## src/rtl/spt_pkg.sv

```systemverilog
package spt_pkg;
  // prescale code width and the prescaler length it implies
  localparam int CODE_W = 3;
  localparam int PS_W = 2 ** CODE_W;

  // control field positions decoded by the control unit
  localparam int SRC_BIT = 5;
  localparam int EDGE_BIT = 4;
  localparam int ASSIGN_BIT = 3;
  localparam int CTRL_W = SRC_BIT + 1;

  typedef struct packed {
    logic extSrc;
    logic fallEdge;
    logic psToWdt;
    logic [CODE_W-1:0] code;
  } ctrl_t;

  typedef struct packed {
    logic tmrTick;
    logic wdtTick;
    logic cntLoad;
    logic wdClr;
  } strobe_t;

  function automatic ctrl_t decodeCtrl(input logic [CTRL_W-1:0] d);
    ctrl_t c;
    c.extSrc = d[SRC_BIT];
    c.fallEdge = d[EDGE_BIT];
    c.psToWdt = d[ASSIGN_BIT];
    c.code = d[CODE_W-1:0];
    return c;
  endfunction
endpackage

```

## src/rtl/spt_ctrl.sv

```systemverilog
module spt_ctrl
  import spt_pkg::*;
(
  input  logic clk,
  input  logic rstN,
  input  logic cycleEn,
  input  logic extPin,
  input  logic wdTick,
  input  logic wdEnable,
  input  logic wrEn,
  input  logic wrSel,
  input  logic [CTRL_W-1:0] ctrlData,
  input  logic wdClear,
  output strobe_t strb
);
  ctrl_t ctrlQ;
  logic [1:0] extSync;
  logic extPrev;
  logic [PS_W-1:0] psCnt;
  logic [PS_W-1:0] psMask;
  logic [CODE_W:0] shift;
  logic extTick, srcTick, wdGated, psIn, psOut, psClr;

  // control register and pin synchroniser
  always_ff @(posedge clk) begin
    if (!rstN) begin
      ctrlQ <= '0;
      extSync <= '0;
      extPrev <= 1'b0;
    end else begin
      if (wrEn && wrSel) ctrlQ <= decodeCtrl(ctrlData);
      extSync <= {extSync[0], extPin};
      extPrev <= extSync[1];
    end
  end

  always_comb begin
    extTick = ctrlQ.fallEdge ? (!extSync[1] && extPrev) : (extSync[1] && !extPrev);
    srcTick = ctrlQ.extSrc ? extTick : cycleEn;
    wdGated = wdTick && wdEnable;
    psIn = ctrlQ.psToWdt ? wdGated : srcTick;
    // watchdog side uses the code as is, timer side one step higher
    shift = ctrlQ.psToWdt ? {1'b0, ctrlQ.code} : {1'b0, ctrlQ.code} + 1'b1;
    for (int i = 0; i < PS_W; i++) psMask[i] = (i < int'(shift));
    psOut = psIn && ((psCnt & psMask) == psMask);
    psClr = (wrEn && wrSel) || (wrEn && !wrSel && !ctrlQ.psToWdt)
            || (wdClear && ctrlQ.psToWdt);
  end

  always_ff @(posedge clk) begin
    if (!rstN) psCnt <= '0;
    else if (psClr) psCnt <= '0;
    else if (psIn) psCnt <= psCnt + 1'b1;
  end

  always_comb begin
    strb.tmrTick = ctrlQ.psToWdt ? srcTick : psOut;
    strb.wdtTick = ctrlQ.psToWdt ? psOut : wdGated;
    strb.cntLoad = wrEn && !wrSel;
    strb.wdClr = wdClear;
  end
endmodule

```

## src/rtl/spt_dp.sv

```systemverilog
module spt_dp
  import spt_pkg::*;
#(
  parameter int CNT_W = 8,
  parameter int WDT_W = 8
) (
  input  logic clk,
  input  logic rstN,
  input  strobe_t strb,
  input  logic [CNT_W-1:0] loadVal,
  output logic [CNT_W-1:0] count,
  output logic tmrOvf,
  output logic wdTimeout
);
  logic [WDT_W-1:0] wdCnt;

  always_ff @(posedge clk) begin
    if (!rstN) begin
      count <= '0;
      tmrOvf <= 1'b0;
    end else begin
      tmrOvf <= 1'b0;
      if (strb.cntLoad) count <= loadVal;
      else if (strb.tmrTick) begin
        count <= count + 1'b1;
        tmrOvf <= (count == '1);
      end
    end
  end

  always_ff @(posedge clk) begin
    if (!rstN) begin
      wdCnt <= '0;
      wdTimeout <= 1'b0;
    end else begin
      wdTimeout <= 1'b0;
      if (strb.wdClr) wdCnt <= '0;
      else if (strb.wdtTick) begin
        wdCnt <= wdCnt + 1'b1;
        wdTimeout <= (wdCnt == '1);
      end
    end
  end
endmodule

```

## src/rtl/shared_prescale_timer.sv

```systemverilog
module shared_prescale_timer
  import spt_pkg::*;
#(
  parameter int CNT_W = 8,
  parameter int WDT_W = 8
) (
  input  logic clk,
  input  logic rstN,
  input  logic cycleEn,
  input  logic extPin,
  input  logic wdTick,
  input  logic wdEnable,
  input  logic wrEn,
  input  logic wrSel,
  input  logic [CNT_W-1:0] wrData,
  input  logic wdClear,
  output logic [CNT_W-1:0] count,
  output logic tmrOvf,
  output logic wdTimeout
);
  strobe_t strb;

  spt_ctrl uCtrl (
    .clk(clk), .rstN(rstN), .cycleEn(cycleEn), .extPin(extPin),
    .wdTick(wdTick), .wdEnable(wdEnable), .wrEn(wrEn), .wrSel(wrSel),
    .ctrlData(wrData[CTRL_W-1:0]), .wdClear(wdClear), .strb(strb)
  );

  spt_dp #(.CNT_W(CNT_W), .WDT_W(WDT_W)) uDp (
    .clk(clk), .rstN(rstN), .strb(strb), .loadVal(wrData),
    .count(count), .tmrOvf(tmrOvf), .wdTimeout(wdTimeout)
  );
endmodule

```

## config.mk

```make
export PLATFORM = sky130hd
export DESIGN_NAME = shared_prescale_timer
export DESIGN_NICKNAME = d
export VERILOG_FILES = /design/src/rtl/spt_pkg.sv /design/src/rtl/spt_ctrl.sv /design/src/rtl/spt_dp.sv /design/src/rtl/shared_prescale_timer.sv
export SDC_FILE = /design/constraint.sdc
export NUM_CORES = 1
export LEC_CHECK = 0
export BUFFER_PORTS_ARGS = -buffer_cell sky130_fd_sc_hd__buf_2
export CORE_MARGIN = 4
export CORE_UTILIZATION = 50
export CTS_CLUSTER_DIAMETER = 60
export DETAILED_ROUTE_END_ITERATION = 7
export PLACE_DENSITY = 0.78
export RECOVER_POWER = 100
export SLEW_MARGIN = 40
export SYNTH_ARGS = -nofsm -noshare
export SYNTH_HDL_FRONTEND = slang
export SYNTH_SLANG_ARGS = --single-unit
```

## constraint.sdc

```tcl
create_clock -name clk -period 6.73 [get_ports clk]
set_clock_uncertainty 0.1 [all_clocks]
set_input_delay 0.3365 -clock clk [delete_from_list [all_inputs] [get_ports clk]]
set_output_delay 0.3365 -clock clk [all_outputs]
set_load 0.02 [all_outputs]
```

# == Word-level counts from Yosys, hierarchy flattened ==
# Index checks and enable logic that the tools add are counted.
# totals
input_bits,17
word_cells,57
reg_bits,35
output_inout_bits,10
# classes
n_reduce_logical,19
n_eq_ne,3
bitwise,4
order_cmp,8
n_addsub,4
mux,8
# ops
cell,count
"adder 8 x 1 -> 8 bit, second input constant",3
"== test 8 bit, second input constant",2
"less-than comparator 3 x 4 -> 1 bit, first input constant",4
two-way mux 8 bit,2
bitwise AND 8 bit,1
== test 8 bit,1
logical AND 1 bit,8
"less-than comparator 1 x 4 -> 1 bit, first input constant",2
"less-than comparator 2 x 4 -> 1 bit, first input constant",2
OR reduction 3 bit,2
two-way mux 1 bit,5
"adder 3 x 1 -> 4 bit, second input constant",1
zero test 1 bit,4
two-way mux 4 bit,1
OR reduction 2 bit,2
inverter 1 bit,3
logical OR 1 bit,2
nonzero test 2 bit,1

# == Longest topological paths before layout ==
# Gate-level depths: netlist (run 1).
# depth
word_depth,9
depth_mapped,8
mapped_depth_nobuf,7

# == Modules after synthesis ==
# A second synthesis (run 1) with hierarchy kept.
# hier_totals
hier_cells,212
hier_area_um2,1803.0
# by_module_without_submodules
mod,cells_per_inst,seq_area_each_um2,n_inst,area_per_inst_um2
spt_ctrl,118,340.3,1,974.7
spt_dp,94,360.3,1,828.3

# == Worst setup path after synthesis (run 1) ==
# OpenSTA, ideal clock, no wires.
# synth_timing
path_kind,flip-flop to flip-flop
startpoint,reg uCtrl.ctrlQ[1] (netlist bit)
endpoint,reg uDp.count[4]
stages_incl_launch_ff,9
setup_ns,0.125
n_path_buf,1
required_ns,6.505
arrival_time_ns,1.969
path_slack_ns,4.535
period_less_slack_ns,2.195
path_cell_list,dfxtp_1 ha_1 nor3b_2 a211oi_1 o41a_1 nor3_2 buf_6 and4_1 nor3_2
# synth_via
elab_chain_len,8
elab_cells_between_ends,15
cone_classes,add/sub: 1; order compare: 8; eq/ne: 1; mux: 2; bitwise: 1; reduce/logical: 2
# synth_rtl
element,line,text
"start, declared",spt_ctrl.sv:16,ctrl_t ctrlQ;
"start signal, assigned",spt_ctrl.sv:31,if (wrEn && wrSel) ctrlQ <= decodeCtrl(ctrlData);
adder 3 x 1 -> 4 bit,spt_ctrl.sv:43,"shift = ctrlQ.psToWdt ? {1'b0, ctrlQ.code} : {1'b0, ctrlQ.code} + 1'b1;"
two-way mux 4 bit *,spt_ctrl.sv:43,
"less-than comparator 1 x 4 -> 1 bit, or another cell as far along",spt_ctrl.sv:44,for (int i = 0; i < PS_W; i++) psMask[i] = (i < int'(shift));
bitwise AND 8 bit,spt_ctrl.sv:45,psOut = psIn && ((psCnt & psMask) == psMask);
== test 8 bit *,spt_ctrl.sv:45,
logical AND 1 bit *,spt_ctrl.sv:45,
two-way mux 1 bit *,spt_ctrl.sv:57,strb.tmrTick = ctrlQ.psToWdt ? srcTick : psOut;
nonzero test 2 bit (no source line) *,-,
"end signal, assigned",spt_dp.sv:23,if (strb.cntLoad) count <= loadVal;
"end signal, assigned",spt_dp.sv:25,count <= count + 1'b1;
"end, declared",spt_dp.sv:11,"output logic [CNT_W-1:0] count,"
# Mark *: on every way between the ends. The rest lies on a longest branch, timed or not.
# A chain may end at the register's enable or synchronous reset.

# == Worst setup path after layout (run 1) ==
# layout_timing
startpoint,reg uCtrl.ctrlQ[0] (netlist bit)
endpoint,reg uDp.count[5]
# The elaborated chain is that of the path after synthesis.

==> results of run 1 <==
-- power by group through the flow --
stage / Clock (uW) / Sequential, uW / Combinational, uW
after detailed placement: 0 / 227 / 54.8
after global routing: 177 / 224 / 58.1
after floorplan: 0 / 229 / 38.6
after CTS: 168 / 223 / 55.0
final: 163 / 223 / 52.2
after global placement: 0 / 227 / 53.8
-- state kept, by name (all words and copies together) (netlist names) --
name           cells
uDp.wdCnt          8
uDp.tmrOvf         1
uDp.count          8
uCtrl.psCnt        8
uCtrl.extPrev      1
uDp.wdTimeout      1
uCtrl.extSync      2
uCtrl.ctrlQ        6
-- routing by layer --
layer / vias to the layer above / wire, um / GRT usage
met1: 771 / 1760 / 0.198
met4: 0 / 65 / 0.0716
met5: - / 0 / 0
met2: 44 / 1680 / 0.256
li1: 841 / - / -
met3: 6 / 216 / 0.0422
-- kinds of logic after synthesis --
family | synth area share
mux | 0.0221
buf+inv | 0.0409
simple gates | 0.304
flops | 0.376
compound gates | 0.184
xor+xnor | 0.0469
fa+ha+maj | 0.0268
-- cell usage in the layout, fill, tap and decap left out, drive strengths merged, types with 6 or more instances in the layout --
cell,n
a21boi,6
a21oi,14
and2,6
and3,6
buf,15
clkbuf,19
dfxtp,35
nand2,21
nand3,10
nand4,6
nor2,18
o21ai,16
-- worst min-delay path by stage --
| stage | start | slack, ns | to | depth (start not counted) |
|---|---|---|---|---|
| final | extPin | 0.17 | uCtrl.extSync[0]$_SDFF_PN0_ | 2 |
| after global routing | extPin | 0.20 | uCtrl.extSync[0]$_SDFF_PN0_ | 2 |
| after CTS | extPin | 0.15 | uCtrl.extSync[0]$_SDFF_PN0_ | 2 |
| after detailed placement | uCtrl.extSync[0]$_SDFF_PN0_ | 0.33 | uCtrl.extSync[1]$_SDFF_PN0_ | 1 |
| after global placement | uCtrl.extSync[0]$_SDFF_PN0_ | 0.31 | uCtrl.extSync[1]$_SDFF_PN0_ | 1 |
| after floorplan | uCtrl.extSync[0]$_SDFF_PN0_ | 0.31 | uCtrl.extSync[1]$_SDFF_PN0_ | 1 |
-- synthesized netlist by cell type, types with 2 or more instances --
library cell | instances | area [um^2]
dfxtp_1 | 35 | 701
nand2_1 | 21 | 78.8
nor2_1 | 18 | 67.6
o21ai_0 | 13 | 65.1
a21oi_1 | 12 | 60.1
nand3_1 | 10 | 50.1
a21boi_0 | 6 | 45.0
and2_1 | 6 | 37.5
and3_1 | 6 | 37.5
nand4_1 | 6 | 37.5
clkbuf_1 | 5 | 18.8
inv_1 | 5 | 18.8
or3_1 | 5 | 31.3
xnor2_1 | 5 | 43.8
xor2_1 | 5 | 43.8
a211oi_1 | 4 | 30.0
and4_1 | 4 | 35.0
ha_1 | 4 | 50.1
a31oi_1 | 3 | 18.8
mux2i_1 | 3 | 30.0
nand3b_1 | 3 | 22.5
nor2b_1 | 3 | 18.8
nor3_2 | 3 | 30.0
o21ai_1 | 3 | 15.0
a21oi_2 | 2 | 17.5
buf_6 | 2 | 22.5
nand2b_1 | 2 | 12.5
nand4b_1 | 2 | 17.5
nor3_1 | 2 | 10.0
o31ai_1 | 2 | 15.0
or2b_1 | 2 | 15.0
or4_1 | 2 | 15.0
-- stage by stage --
step / utilization / setup slack (ns) / instances / total power, uW / area (um^2)
4_1_cts: 0.604 / 4.00 / 290 / 446 / 2100
3_3_place_gp: 0.575 / 4.05 / 282 / 281 / 2000
3_5_place_dp: 0.575 / 4.00 / 282 / 282 / 2000
2_1_floorplan: - / 4.54 / 220 / 268 / 1870
5_1_grt: 0.595 / 3.33 / 290 / 459 / 2060
6_report: 0.595 / 3.56 / 290 / 438 / 2060
-- worst max-delay path, cell delays in order, from the launching register on --
cell and delay (ns):
dfxtp_1 0.52, ha_1 0.33, nor3b_1 0.19, a211oi_1 0.10
o41a_1 0.48, nor3_1 0.96, and4_1 0.34, nor3_2 0.05
-- final cells by class --
| type | instances | share of cell area |
|---|---|---|
| Multi-Input combinational cell | 170 | 0.518 |
| Sequential cell | 35 | 0.340 |
| Timing Repair Buffer | 26 | 0.0564 |
| Clock buffer | 8 | 0.0485 |
| Tap cell | 46 | 0.0279 |
| Inverter | 5 | 0.00910 |
==> key figures, run 1 <==
Logic synthesis
  • Synth warn: 0
  • Mapped Area: 0.00187 mm^2
  • Post-synthesis area per instance: 8.48 um^2
  • Seq/Total Area, Yosys: 0.376
  • Number of enable flip-flop cells after synthesis: 0
  • Post-synth cell types: 48
  • #FFs+latches synth: 35
  • Net Count, Synth: 241
  • Ys flop type: dfxtp_1
  • Synth Instances: 220
  • Async S/R FF share, synth: 0

Setup path
  • Crit Path Class: flop to flop
  • RR Startpoint: uCtrl.ctrlQ[0]$_SDFFE_PN0P_
  • Critical Path Source: uCtrl.ctrlQ[0]$_SDFFE_PN0P_
  • Arr. time, crit path: 3.24 ns
  • Crit. End Element: flop
  • Worst-path maximum fanout: 12
  • R2r worst-path depth: 7
  • Reg2Reg Setup Slack: 3.56 ns
  • Reg-to-reg endpoint: uDp.count[5]$_SDFFE_PN0P_
  • CP Capture Point: uDp.count[5]$_SDFFE_PN0P_
  • Worst Setup Start Kind: flop
  • Required @ worst endpoint: 6.80 ns

Power
  • Combinational Power Share: 0.119
  • Int Pwr: 328 uW
  • Switching portion of total power: 0.250
  • Max rail drop VDD: 0.124 mV
  • Power Dens Cells: 212 mW/mm^2
  • Sequential Power Share: 0.509
  • Pleak: 0.000720 uW
  • Clock power frac: 0.372
  • Sw power: 109 uW

Finish
  • Fillers: 340
  • ANT cells: 0
  • Layout cell share with drive strength beyond 1: 0.115
  • Register area: 701 um^2
  • # nets final: 264
  • Syn-to-layout area delta: 10.6%
  • Multi-input logic area: 0.00107 mm^2

GRT
  • Vias in the first global route: 1,508
  • Initial antenna violation count: 0
  • Largest net degree at the start of global routing: 21
  • Overflow left after global routing: 0
  • Global-route wire length before repair: 6.31 mm
  • Tot GR Track Use: 0.159

Run status
  • Status: finished, final reports clean

Timing
  • RSZ-0062 raised after global routing: false
  • Worst Tran Pin Value: 1.20 ns
  • Hold_ws: 0.170 ns
  • Fmax: 316 MHz
  • Setup_tns: 0 ns
  • # setup viols final: 0
  • Worst slew margin: 0.195
  • Final Max Tran Viols: 0
  • Minimum clock period: 3.17 ns
  • Final Hold Viols: 0
  • Final worst-path cycle share: 0.471

Floorplan
  • CORE AREA: 0.00347 mm^2
  • # IOs: 27
  • Height of the chip: 69.1 um
  • Starting Density: 0.538
  • Row count: 21
  • Die Area: 0.00477 mm^2
  • Die W: 69.1 um

Clocking
  • Clock Latency Late Sink: 0.28 ns
  • H-tree levels: 2
  • Longest Clk Path Bufs: 2
  • Total CTS buffers: 5
  • CTS tree: yes
  • CTS root buf: clkbuf_8
  • CTS Hold Bufs: 0
  • Postcts setup bufs: 0
  • CTS Sinks: 35
  • PostCTS Resize Cnt: 0
  • Clock transition at path regs: 0.07 ns

Placed design
  • Routability cong.: 0.910
  • Port Buffers: 26
  • Final HPWL DP: 2.80 mm

Route
  • Via density: 5.73
  • Antenna Nets Post-Route: 0
  • Routed wire length: 3.72 mm
  • DRC violations left: 0
  • WL per Instance: 12.8 um
  • Iteration-0 DRC count of the detailed router: 82
  • Routed via count: 1,662
  • Pre-Repair DR Iteration Count: 4

Run
  • Max-Cap Viols: 0

Min path
  • Hold Crit Class: primary input to flop
Note: power is estimated with default switching activity, not from simulation.
==> inputs of run 2 (changes only) <==
Settings changed: PLACE_DENSITY 0.78 to 0.81.
Clock period 6.73 ns to 2.81 ns, I/O delays scaled along.
==> run 2 against run 1 <==
Net effect: global-route usage rose by 0.39 points; register-to-register slack got worse by 3.3 ns; sequential power rose by 140%; via count hardly changed; non-clock buffer count rose by 2; cell count up 0.69%; clock power is 140% higher; cell area is 0.85% higher; wire length increased by 0.94%; fmax increased by 24%; power grew 140%.
==> key figures, run 2 (same netlist as run 1, synthesis figures left out) <==
Timing
  • Fmax: 392 MHz (+24%)
  • Worst Tran Pin Value: 0.587 ns (-0.612 ns)
  • # setup viols final: 0 (unchanged)
  • Setup_tns: 0 ns (unchanged)
  • RSZ-0062 raised after global routing: false
  • Minimum clock period: 2.55 ns (-0.616 ns)
  • Final Max Tran Viols: 0 (unchanged)
  • Worst slew margin: 0.609 (+0.414)
  • Final Hold Viols: 0 (unchanged)
  • Final worst-path cycle share: 0.909 (+0.438)
  • Final worst slack: 0.256 ns (-3.30 ns)

Finish
  • ANT cells: 0 (unchanged)
  • Top flop regs: uCtrl.psCnt (8), uDp.count (8), uDp.wdCnt (8)
  • Most frequent cells in the layout: 35 x dfxtp_1, 21 x nand2_1, 18 x nor2_1
  • Syn-to-layout area delta: 11.5%
  • Layout cell share with drive strength beyond 1: 0.122 (+0.00720)
  • Design area: 0.00208 mm^2 (+0.85%)
  • Most common cell after layout, fill and taps aside: dfxtp_1
  • # nets final: 266 (+0.76%)
  • Fillers: 318 (-6.5%)

Run status
  • Status: finished, final reports clean

Run
  • Max-Cap Viols: 0 (unchanged)

GRT
  • Vias in the first global route: 1,505 (-0.20%)
  • Global-route wire length before repair: 6.40 mm (+1.3%)
  • Initial antenna violation count: 0 (unchanged)
  • Overflow left after global routing: 0 (unchanged)
  • Tot GR Track Use: 0.163 (+0.00389)
  • Largest net degree at the start of global routing: 21 (unchanged)

Power
  • Pleak: 0.000732 uW (+1.7%)
  • Max rail drop VDD: 0.311 mV (+150%)
  • Power Dens Cells: 510 mW/mm^2 (+140%)

Setup path
  • Required @ worst endpoint: 2.93 ns (-3.87 ns)
  • Crit. End Element: flop
  • Reg2Reg Setup Slack: 0.26 ns (-3.30 ns)
  • Arr. time, crit path: 2.67 ns (-0.57 ns)
  • Worst Setup Start Kind: flop
  • CP Capture Point: uDp.wdCnt[6]$_SDFFE_PP0P_
  • R2r worst-path depth: 7 (unchanged)
  • Crit Path Class: flop to flop
  • Worst-path maximum fanout: 17 (+5)
  • Critical Path Source: uCtrl.ctrlQ[0]$_SDFFE_PN0P_
  • RR Startpoint: uCtrl.ctrlQ[0]$_SDFFE_PN0P_
  • Reg-to-reg endpoint: uDp.wdCnt[6]$_SDFFE_PP0P_

Placed design
  • Dpl ws: 0.330 ns (-3.67 ns)
  • Routability cong.: 0.848 (-6.9%)
  • Port Buffers: 26 (unchanged)
  • Final HPWL DP: 2.70 mm (-3.5%)
  • Placed inst area: 0.00200 mm^2 (+0.38%)

Min path
  • Worst Hold Launch: wrData[3]
  • Hold Crit Class: primary input to flop

Route
  • Routed via count: 1,661 (-0.060%)
  • Routed wire length: 3.76 mm (+0.94%)
  • Pre-Repair DR Iteration Count: 4 (unchanged)
  • WL met1: 1.78 mm (+1.1%)
  • DRC violations left: 0 (unchanged)
  • WL per Instance: 12.9 um (+0.25%)
  • Via density: 5.69 (-0.74%)
  • Iteration-0 DRC count of the detailed router: 99 (+21%)
  • Antenna Nets Post-Route: 0 (unchanged)
  • Met2 wire length: 1.67 mm (-0.77%)
  • Highest Signal Layer: met4
  • Met3 WL: 214 um (-0.93%)

Clocking
  • CTS Sinks: 35 (unchanged)
  • PostCTS Resize Cnt: 0 (unchanged)
  • Total CTS buffers: 5 (unchanged)
  • Longest Clk Path Bufs: 2 (unchanged)
  • CTS root buf: clkbuf_8
  • H-tree levels: 2 (unchanged)
  • CTS tree: yes
  • Clock transition at path regs: 0.07 ns (about the same)
  • Clock Latency Late Sink: 0.29 ns (about the same)

Floorplan
  • # IOs: 27 (unchanged)
  • Starting Density: 0.538 (unchanged)
  • Row count: 21 (unchanged)
  • Height of the chip: 69.1 um (unchanged)
  • Die Area: 0.00477 mm^2 (unchanged)
  • Die W: 69.1 um (unchanged)
  • CORE AREA: 0.00347 mm^2 (unchanged)
==> run 2: cell types whose count changed in the layout (fill, tap and decap cells not counted), sizes merged <==
cell and change:
buf +2, clkbuf -1, dlygate4sd3 +1
==> run 2: stage by stage <==
stage / utilization / total power (uW) / cells / hold slack, ns
3_3_place_gp: 0.578 / 674 / 283 / 0.248
3_5_place_dp: 0.578 / 677 / 283 / 0.253
4_1_cts: 0.609 / 1080 / 292 / 0.0256
2_1_floorplan: - / 641 / 220 / 0.168
5_1_grt: 0.600 / 1120 / 292 / 0.0371
6_report: 0.600 / 1060 / 292 / 0.0319
==> run 2: cell type report <==
class	instances	area (um^2)	area share
multi-input cells	170	1070	0.514
flip-flops and latches	35	701	0.337
repair buffers	28	135	0.0649
clock buffers	8	100	0.0481
well taps	46	57.6	0.0277
inverters	5	18.8	0.00902
==> run 2: worst min-delay path by stage <==
stage,end,cells past startpoint
2_1_floorplan,uCtrl.extSync[0]$_SDFF_PN0_,1
3_3_place_gp,uCtrl.extSync[0]$_SDFF_PN0_,2
3_5_place_dp,uCtrl.extSync[0]$_SDFF_PN0_,2
4_1_cts,uCtrl.ctrlQ[3]$_SDFFE_PN0P_,3
5_1_grt,uCtrl.ctrlQ[3]$_SDFFE_PN0P_,3
6_report,uCtrl.ctrlQ[3]$_SDFFE_PN0P_,3
==> run 2: power by group <==
part | internal [uW] | switching (uW) | leakage [uW] | total [uW]
clock network | 224 | 175 | 0.0000515 | 399
logic | 52.9 | 75.9 | 0.000395 | 129
registers | 513 | 20.5 | 0.000285 | 533
==> run 2: what timing repair did <==
item | 4_1_cts | 5_1_grt
buffers inserted | 0 | 0
hold buffers | 1 | 0
endpoints found under the hold margin | 1 | 0
==> run 2: worst max-delay path, cell delays in order (launching register included) <==
cell and delay, ns:
dfxtp_1 0.52, ha_1 0.33, nor3b_1 0.19, a211oi_1 0.10, nor4_2 0.32, a21oi_2 0.21
or4_1 0.55, a21oi_1 0.16
==> run 2: layer usage <==
metal	up-vias	global-route usage
met5	-	0
met4	0	0.0954
met3	9	0.0378
met2	46	0.255
met1	761	0.203
li1	845	-
==> inputs of run 3 (changes only) <==
Settings changed: SYNTH_HIERARCHICAL from default to 1.
==> run 3 against run 2 <==
Net effect: sequential share of layout area fell by 0.34 points; critical path depth rose by 3; sequential cell count did not move; setup slack got worse by 0.073 ns; global-route usage rose by 3.2 points; fmax fell by 2.8%; non-clock buffer count rose by 11; die area fell by 3.0%; cell area rose by 1.0%; critical endpoint is now uDp/count[6]$_SDFFE_PN0P_; largest cell class unchanged.
==> key figures, run 3 <==
Clocking
  • Total CTS buffers: 5 (unchanged)
  • H-tree levels: 2 (unchanged)
  • Longest Clk Path Bufs: 2 (unchanged)
  • Clock transition at path regs: 0.11 ns (+0.04 ns)
  • CTS root buf: clkbuf_4
  • CTS Sinks: 35 (unchanged)
  • Postcts setup bufs: 0 (unchanged)
  • CTS tree: yes
  • Clock Latency Late Sink: 0.35 ns (+0.06 ns)

Route
  • Antenna Nets Post-Route: 0 (unchanged)
  • WL per Instance: 13.6 um (+5.8%)
  • Pre-Repair DR Iteration Count: 4 (unchanged)
  • Iteration-0 DRC count of the detailed router: 113 (+14%)
  • DRC violations left: 0 (unchanged)
  • Via density: 5.73 (+0.75%)
  • Routed wire length: 4.00 mm (+6.5%)
  • Routed via count: 1,685 (+1.4%)

Logic synthesis
  • Synth Instances: 212 (-3.6%)
  • Number of enable flip-flop cells after synthesis: 0 (unchanged)
  • #FFs+latches synth: 35 (unchanged)
  • Synth warn: 6 (+6)
  • Top-area cell type share of the netlist area: 0.389 (+0.0130)
  • Post-synth cell types: 45 (-6.3%)
  • Ys flop type: dfxtp_1
  • Synth area leaders: dfxtp_1 39%, xor2_1 6.8%, nor2_1 4.8%
  • Mapped Area: 0.00180 mm^2 (-3.4%)
  • Count leader, synth: dfxtp_1
  • Commonest cells post-synth: 35 x dfxtp_1, 23 x nor2_1, 15 x o21ai_0
  • Post-synthesis area per instance: 8.50 um^2 (+0.29%)
  • Net Count, Synth: 233 (-3.3%)
  • Synth area leader: dfxtp_1
  • Async S/R FF share, synth: 0 (unchanged)
  • Seq/Total Area, Yosys: 0.389 (+0.0130)

Finish
  • ANT cells: 0 (unchanged)
  • Design area: 0.00210 mm^2 (+1.0%)
  • Most frequent cells in the layout: 35 x dfxtp_1, 23 x nor2_1, 15 x buf_2, 15 x o21ai_0
  • Non-Filler Instances: 294 (+0.68%)
  • Most common cell after layout, fill and taps aside: dfxtp_1
  • Syn-to-layout area delta: 16.6%
  • # nets final: 268 (+0.75%)
  • Top flop regs: uCtrl/psCnt (8), uDp/count (8), uDp/wdCnt (8)
  • Layout cell share with drive strength beyond 1: 0.121 (-0.000983)

Min path
  • Hold-critical path depth: 3 (unchanged)
  • Hold Crit Class: primary input to flop

Timing
  • Minimum clock period: 2.63 ns (+0.0734 ns)
  • Final Max Tran Viols: 0 (unchanged)
  • Setup_tns: 0 ns (unchanged)
  • Final Hold Viols: 0 (unchanged)
  • Final worst-path cycle share: 0.935 (+0.0261)
  • Fmax: 381 MHz (-2.8%)
  • Final worst slack: 0.183 ns (-0.0734 ns)
  • Worst slew margin: 0.733 (+0.124)
  • Worst Tran Pin Value: 0.391 ns (-0.196 ns)
  • # setup viols final: 0 (unchanged)
  • RSZ-0062 raised after global routing: false

GRT
  • Largest net degree at the start of global routing: 19 (-9.5%)
  • Initial antenna violation count: 0 (unchanged)
  • Overflow left after global routing: 0 (unchanged)
  • Tot GR Track Use: 0.195 (+0.0317)
  • Global-route wire length before repair: 6.86 mm (+7.2%)
  • Vias in the first global route: 1,563 (+3.9%)

Setup path
  • Crit. End Element: flop
  • Worst Setup Start Kind: flop
  • CP peak stage delay: 0.36 ns (-0.19 ns)
  • Crit Path Class: flop to flop
  • Arr. time, crit path: 2.80 ns (+0.13 ns)
  • Slowest CP cell: dfxtp_1
  • Worst-path maximum fanout: 9 (-8)
  • Required @ worst endpoint: 2.99 ns (+0.06 ns)
  • Crit-path cells: buf_4 -> nor2b_1 -> o311a_1 -> o311ai_0 -> a211o_1 -> a21oi_1 -> buf_4 -> nand2_1 -> or3_1 -> a31oi_1
  • R2r worst-path depth: 10 (+3)
  • Cell mode on critical path: buf_4

Floorplan
  • Height of the chip: 68.1 um (-1.5%)
  • Starting Density: 0.528 (-0.0100)
  • Die Area: 0.00463 mm^2 (-3.0%)
  • # IOs: 27 (unchanged)
  • Die W: 68.1 um (-1.5%)
  • CORE AREA: 0.00342 mm^2 (-1.5%)
  • Row count: 21 (unchanged)

Placed design
  • Post-placement cell count: 279 (-1.4%)
  • Final HPWL DP: 2.84 mm (+5.0%)
  • Port Buffers: 26 (unchanged)
  • Placed inst area: 0.00198 mm^2 (-1.4%)
  • Dpl ws: 0.235 ns (-0.0952 ns)
  • Routability cong.: 0.919 (+8.4%)

Power
  • Power Dens Cells: 491 mW/mm^2 (-3.6%)
  • Max rail drop VDD: 0.415 mV (+33%)
  • Pleak: 0.000783 uW (+7.1%)

Run status
  • Status: finished, final reports clean

Run
  • Max-Cap Viols: 0 (unchanged)
==> run 3: cell types whose count changed after synthesis, moves of 4 or more <==
| cell | before | now |
|---|---|---|
| xnor2_1 | 5 | 1 |
| nand2_1 | 21 | 14 |
| xor2_1 | 5 | 14 |
| nor2_1 | 18 | 23 |
==> run 3: kinds of logic after synthesis <==
kind of cell	count (synthesis)	synth area share
simple gates	90	0.260
flops	35	0.389
mux	4	0.0222
compound gates	49	0.187
buf+inv	15	0.0416
fa+ha+maj	4	0.0278
xor+xnor	15	0.0729
==> run 3: through the flow <==
stage	total power, uW	hold slack (ns)	util
2_1_floorplan	630	0.162	-
3_3_place_gp	672	0.247	0.578
5_1_grt	1080	0.0233	0.615
3_5_place_dp	674	0.254	0.578
6_report	1030	0.0378	0.615
4_1_cts	1050	0.0289	0.623
==> run 3: final cells by class <==
type	instances	area (um^2)
Inverter	4	15.0
Timing Repair Buffer	39	220
Clock buffer	5	37.5
Fill cell	327	1310
Tap cell	46	57.6
Multi-Input combinational cell	162	1030
Sequential cell	35	701
Clock inverter	3	43.8
==> run 3: final timing paths <==
path | startpoint | end | slack, ns
setup / recovery | uCtrl/ctrlQ[0]$_SDFFE_PN0P_ | uDp/count[6]$_SDFFE_PN0P_ | 0.18
hold reg to reg | uCtrl/extSync[0]$_SDFF_PN0_ | uCtrl/extSync[1]$_SDFF_PN0_ | 0.35
hold / removal | wrEn | uCtrl/ctrlQ[4]$_SDFFE_PN0P_ | 0.04
setup reg to reg | uCtrl/ctrlQ[0]$_SDFFE_PN0P_ | uDp/count[6]$_SDFFE_PN0P_ | 0.18
==> run 3: repair_timing <==
action | 4_1_cts | 5_1_grt
hold endpoints to repair | 11 | 0
hold buffers | 7 | 0
resized for setup | 0 | 0
==> run 3: per-layer routing <==
layer	global-route usage	routed length, um	vias to the layer above
met5	0	0	-
met4	0.0893	74	0
met3	0.0361	187	9
met2	0.321	1950	46
met1	0.245	1800	784
li1	-	-	846
==> run 3: worst max-delay path: cells and delay by family, from the launching register on <==
kind,cells,cell delay (ns)
AO/OA/AOI/OAI,5,1.06
buffers and inverters,2,0.37
flip-flops,1,0.36
AND/OR/NAND/NOR,3,0.68
==> run 3: power breakdown <==
part	leakage [uW]	total [uW]	switching, uW	internal [uW]
Sequential	0.000285	534	21.3	512
Clock	0.0000452	364	177	187
Combinational	0.000453	135	77.4	57.3
Total	0.000783	1030	276	757
